==> src/rtl/posit_range_mon.sv <==
module posit_range_mon #(
  parameter int NBITS = 16
) (
  input  logic             clk,
  input  logic             rst_n,
  input  logic             clr,
  input  logic             smp_valid,
  input  logic [NBITS-1:0] smp_word,
  output logic [NBITS-2:0] min_mag,
  output logic [NBITS-2:0] max_mag,
  output logic             hit_minpos,
  output logic             hit_maxpos
);
  localparam int MW = NBITS - 1;
  localparam logic [MW-1:0] MAXP = '1;
  localparam logic [MW-1:0] MINP = {{(MW-1){1'b0}}, 1'b1};
  localparam logic [NBITS-1:0] NAR = {1'b1, {MW{1'b0}}};

  logic [NBITS-1:0] neg_w;
  logic [MW-1:0]    mag;
  logic             take;

  assign neg_w = -smp_word;
  assign mag   = smp_word[NBITS-1] ? neg_w[MW-1:0] : smp_word[MW-1:0];
  assign take  = smp_valid && !clr && (smp_word != '0) && (smp_word != NAR);

  always_ff @(posedge clk or negedge rst_n) begin
    if (!rst_n) begin
      min_mag    <= MAXP;
      max_mag    <= '0;
      hit_minpos <= 1'b0;
      hit_maxpos <= 1'b0;
    end else if (clr) begin
      min_mag    <= MAXP;
      max_mag    <= '0;
      hit_minpos <= 1'b0;
      hit_maxpos <= 1'b0;
    end else if (take) begin
      if (mag < min_mag) min_mag <= mag;
      if (mag > max_mag) max_mag <= mag;
      if (mag == MINP) hit_minpos <= 1'b1;
      if (mag == MAXP) hit_maxpos <= 1'b1;
    end
  end
endmodule

==> config.mk <==
export PLATFORM = sky130hd
export DESIGN_NAME = posit_range_mon
export DESIGN_NICKNAME = d
export VERILOG_FILES = /design/src/rtl/posit_range_mon.sv
export SDC_FILE = /design/constraint.sdc
export NUM_CORES = 1
export LEC_CHECK = 0
export ABC_AREA = 0
export BUFFER_PORTS_ARGS = -buffer_cell sky130_fd_sc_hd__buf_2
export CAP_MARGIN = 20
export CORE_MARGIN = 8
export CORE_UTILIZATION = 55
export DETAILED_ROUTE_END_ITERATION = 10
export HOLD_SLACK_MARGIN = 0.06
export PLACE_DENSITY = 0.79
export SYNTH_ARGS = -nofsm -noshare
export SYNTH_HDL_FRONTEND = slang
export SYNTH_SLANG_ARGS = --single-unit
==> constraint.sdc <==
create_clock -name clk -period 3.09 [get_ports clk]
set_input_delay 0.1545 -clock clk [delete_from_list [all_inputs] [get_ports clk]]
set_output_delay 0.1545 -clock clk [all_outputs]
set_load 0.03 [all_outputs]
## Yosys cells after proc, flatten, opt, wreduce, memory -nomap -nowiden

Cells that the tools add are included.

| word-level totals | value |
|---|---|
| output and inout port bits | 32 |
| logic and storage cells | 37 |
| input port bits | 20 |
| register bits after elaboration | 32 |

| cells by class | value |
|---|---|
| muxes and demuxes | 13 |
| equal/unequal tests | 3 |
| magnitude comparators | 2 |
| reductions and logical operators | 14 |
| add/subtract/negate cells | 1 |

Operators by type and width:

| kind | count |
|---|---|
| 15-bit 2-to-1 mux | 7 |
| 16-bit inequality test (second input constant) | 1 |
| 16-bit nonzero test | 1 |
| 15-bit by 1-bit equality test with 1-bit output (second input constant) | 1 |
| 15-bit equality test (second input constant) | 1 |
| 15-bit > comparator | 1 |
| 15-bit less-than comparator | 1 |
| 15-bit negation | 1 |
| 2-bit nonzero test | 5 |
| 2-bit AND reduction | 4 |
| 1-bit 2-to-1 mux | 6 |
| 1-bit logical AND | 3 |
| 1-bit zero test | 1 |

## Logic depth before layout (Yosys ltp)

| depth | value |
|---|---|
| depth after elaboration | 6 |
| depth in mapped cells | 15 |
| mapped depth without buffers | 15 |

## Least setup slack after synthesis

Ideal clock, no wire load.

| timing | value |
|---|---|
| path kind | in2reg |
| start | input port smp_word[5] |
| end | register min_mag[0] |
| stages on the path | 14 |
| setup slack | -0.173 ns |
| library setup time | 0.075 ns |
| required time | 3.015 ns |
| path buffers | 0 |
| arrival | 3.188 ns |
| path through | nor4_2 -> nand3_1 -> o21ai_1 -> xor2_1 -> inv_1 -> ha_1 -> a21o_1 -> a21oi_1 -> nand2_1 -> o311a_1 -> o41ai_2 -> o2111ai_2 -> nand2_2 -> mux2i_1 |

| on the way | value |
|---|---|
| cells in the longest elaborated chain, start to end | 5 |
| elaborated cells between the ends (all ways) | 10 |
| classes of those cells | add/sub (1); order compare (1); eq/ne (1); mux (1); reduce/logical (6) |

Ends and longest elaborated chain:

| item | line | source |
|---|---|---|
| start, declared | 8 | `input logic [NBITS-1:0] smp_word,` |
| 15-bit negation / 16-bit nonzero test (equally long branches) | 23, 25 |  |
| 15-bit 2-to-1 mux / 1-bit logical AND (equally long branches) | 24, 25 |  |
| 15-bit less-than comparator / 1-bit logical AND (equally long branches) | 39, 25 |  |
| 2-bit nonzero test (no line) | - |  |
| 2-bit AND reduction (no line) (*) | - |  |
| end signal, assigned | 39 | `if (mag < min_mag) min_mag <= mag;` |
| end, declared | 9 | `output logic [NBITS-2:0] min_mag,` |

Every way passes the cells marked *; elsewhere a longest branch is shown, timed or not.
A chain may end at the register's enable or synchronous reset.

## Worst setup path in the final report

| timing | value |
|---|---|
| start | input port smp_word[3] |
| end | register min_mag[1] |

Same word-level chain as after synthesis.

==> metrics.cfg <==
[outcome]
status=finished with violations
violations=setup timing

[global_route]
grt.busiest_layer=met2
use_met3_pct=3.78
grtUsageMet2_pct=36.9
grt_pass1_vias=2705
antenna_found_initial=0
grt_pass1_wl_um=13100
track_usage_pct=22.2
grt_overflow=0
use_met1_pct=27.3
grt_max_degree=55

[die]
fp.dieW_um=86.3
die_area_um2=7450
start_util_pct=57.2
rows=25
ios=52
die_h_um=86.3
core_area_um2=4750

[placement]
preCtsSetupSlack_ns=-0.243
io_buffers=51
hpwl_um=6030
place_congestion=0.942

[critical_path]
path_common_cell=o41ai_4
crit_type=input port to register
crit_required_ns=3.33
crit_arrival_ns=3.36
startpoint_type=input port
crit_chain=buf_2 -> or4_4 -> o41ai_4 -> xor2_1 -> inv_1 -> ha_1 -> a21o_4 -> o41ai_4 -> o2111ai_2 -> buf_4 -> nand3_1 -> a21o_1
end_kind=register
cpMaxStageDelayCell=or4_4
cp_max_fo=8
critPathMaxStageDelay_ns=0.58

[timing]
drv_slew=0
finalHoldViolCount=0
slew-limit-headroom_pct=50.4
setup_viol=2
max_slew.worst_pin.slew_ns=0.744
finalCritPeriodShare_pct=101
fmax_ghz=0.321
final.setup_skew_ns=0.00759
setup_ws_ns=-0.0282
whs_ns=0.304
min_period_ns=3.12

[clocking]
cts_buffers=5
cts_tree=built
clock-sinks=32
h-tree-depth=2
clkTransAtPathRegs_ns=0.07
root_buffer=clkbuf_8
clk-insertion-delay-late_ns=0.30
cts_max_path_buffers=2

[synth]
synth_seq_area_share_pct=30.1
synth_fp_nets=351
synthXorXnorAreaFrac_pct=5.84
synth.avg_cell_area_um2=8.86
yosys_warnings=0
syn_area_um2=2720
synth_fa_ha_area_share_pct=11.4
synth_edf_count=0
muxShareOfSynthArea_pct=9.62
ys_ff_latch=32
async_flop_share_pct=100
postSynthCellCount=307
synth_top_flop_cell=dfrtp_1
synth_top_family_by_area=simple AND/OR/NAND/NOR gates
synth_cell_types=51
synth-simple-area-share_pct=19.1
synth_compound_gate_area_share_pct=16.6

[routing]
first_pass_iters=5
drt-initial-drc-count=307
totalWireLength_um=8620
wl_per_cell_um=18.4
detail-route-antenna-nets=0
via_per_inst=5.92
drc=0
via_count=2771

[cells_and_area]
nFillCells=319
area_growth_pct=34.1
final_util_pct=76.7
layout-drive-gt1-share_pct=40.1
layout.nets=444
antennaDiodeCount=0

[pwr]
power_mw=1.94
ir_worst_vdd_mv=0.251
pwr_density_cell_nw_per_um2=532
power_leakage_nw=1.84

[run]
max_cap_viol_count=0

[min_path]
hold_path.class=input port to register

synthesized netlist by cell type (2+ instances only):
cell / number / area [um2]
a211oi_1: 2 / 15.0
a21o_1: 11 / 82.6
a21oi_1: 10 / 50.1
a31oi_1: 2 / 12.5
a41oi_1: 2 / 17.5
clkbuf_1: 9 / 33.8
dfrtp_1: 17 / 425
dfstp_2: 15 / 394
ha_1: 24 / 300
inv_1: 35 / 131
mux2_2: 5 / 56.3
mux2_4: 5 / 75.1
mux2i_1: 13 / 130
nand2_1: 8 / 30.0
nand2b_1: 13 / 81.3
nand3_1: 11 / 55.1
nand4_1: 5 / 31.3
nor2_1: 43 / 161
nor2b_1: 6 / 37.5
nor3_1: 6 / 30.0
nor4_1: 3 / 18.8
o21a_1: 3 / 22.5
o21ai_0: 10 / 50.1
o311a_1: 2 / 20.0
o31ai_1: 5 / 37.5
o41ai_1: 3 / 26.3
or2_2: 2 / 12.5
xnor2_1: 10 / 87.6
xor2_1: 5 / 43.8
routing by layer:
layer	routed length, um	share of wire, %	vias to the layer above
met2	4000	46	168
met4	462	5.4	0
li1	-	-	1253
met1	3470	40	1298
met3	680	7.9	52
met5	0	0	-
worst max-delay path, delay by kind of cell:
kind	cells	cell delay [ns]
AO/OA/AOI/OAI	5	1.39
AND/OR/NAND/NOR	2	0.69
buffers and inverters	3	0.50
adder cells (fa/ha/maj)	1	0.34
XOR/XNOR	1	0.27
layout by cell type, fill, tap and decap left out, types with 5 or more instances in the layout:
| master | Yosys | layout |
|---|---|---|
| buf_2 | 0 | 50 |
| buf_4 | 0 | 44 |
| nor2_1 | 43 | 42 |
| inv_1 | 35 | 35 |
| ha_1 | 24 | 22 |
| dfrtp_1 | 17 | 17 |
| dfstp_2 | 15 | 15 |
| mux2i_1 | 13 | 13 |
| nand2b_1 | 13 | 13 |
| nand3_1 | 11 | 10 |
| a21o_1 | 11 | 10 |
| xnor2_1 | 10 | 8 |
| nand2_1 | 8 | 8 |
| a21oi_1 | 10 | 7 |
| nor3_1 | 6 | 6 |
| nor2b_1 | 6 | 6 |
| o21ai_0 | 10 | 5 |
| o21ai_1 | 1 | 5 |
| nand4_1 | 5 | 5 |
| mux2_4 | 5 | 5 |
| mux2_2 | 5 | 5 |
| clkbuf_8 | 0 | 5 |
cell families after synthesis:
| family | after synthesis |
|---|---|
| AO/OA/AOI/OAI | 60 |
| buffers and inverters | 47 |
| adder cells (fa/ha/maj) | 25 |
| AND/OR/NAND/NOR | 104 |
| flip-flops | 32 |
| XOR/XNOR | 16 |
| multiplexers | 23 |
per-stage QoR:
| stage | instances | setup TNS [ns] | area (um2) |
|---|---|---|---|
| after floorplan | 307 | -0.911 | 2760 |
| after global placement | 456 | -3.95 | 3350 |
| after detailed placement | 456 | -5.89 | 3350 |
| after CTS | 465 | 0 | 3460 |
| after global routing | 468 | -1.42 | 3650 |
| final | 468 | -0.0291 | 3650 |
state kept, by name (all words and copies together), names as in the netlist:
signal	count
max_mag	15
min_mag	15
hit_maxpos	1
hit_minpos	1
timing repair:
item | 4_1_cts | 5_1_grt
gates resized for setup | 0 | 32
hold buffers | 1 | 0
setup buffers | 0 | 3
setup endpoints to repair | 0 | 29
endpoints found under the hold margin | 17 | 0
path summary, 6_finish.rpt:
path | startpoint | endpoint | slack, ns | depth (start not counted)
max in group asynchronous | rst_n | max_mag[9]$_DFFE_PN0P_ | 2.16 | 2
min in group asynchronous | rst_n | max_mag[1]$_DFFE_PN0P_ | 0.46 | 2
worst min register to register | hit_maxpos$_DFFE_PN0P_ | hit_maxpos$_DFFE_PN0P_ | 0.51 | 2
worst max register to register | min_mag[6]$_DFFE_PN1P_ | min_mag[1]$_DFFE_PN1P_ | 0.24 | 10
worst min-delay path | smp_word[0] | max_mag[0]$_DFFE_PN0P_ | 0.30 | 4
worst max-delay path | smp_word[3] | min_mag[1]$_DFFE_PN1P_ | -0.03 | 12
power by group:
group	leakage, nW	internal (mW)	switching [mW]
clock	0.0552	0.239	0.171
sequential	0.385	0.505	0.0529
combinational	1.40	0.392	0.583
final cells by class:
cell class	count	area (um2)	area share [%]
well taps	67	83.8	2.30
clock inverters	2	35.0	0.961
flip-flops and latches	32	820	22.5
multi-input cells	228	1890	51.8
repair buffers	97	613	16.8
inverters	36	135	3.70
clock buffers	6	72.6	1.99
Note: power is estimated with default switching activity, not from simulation.
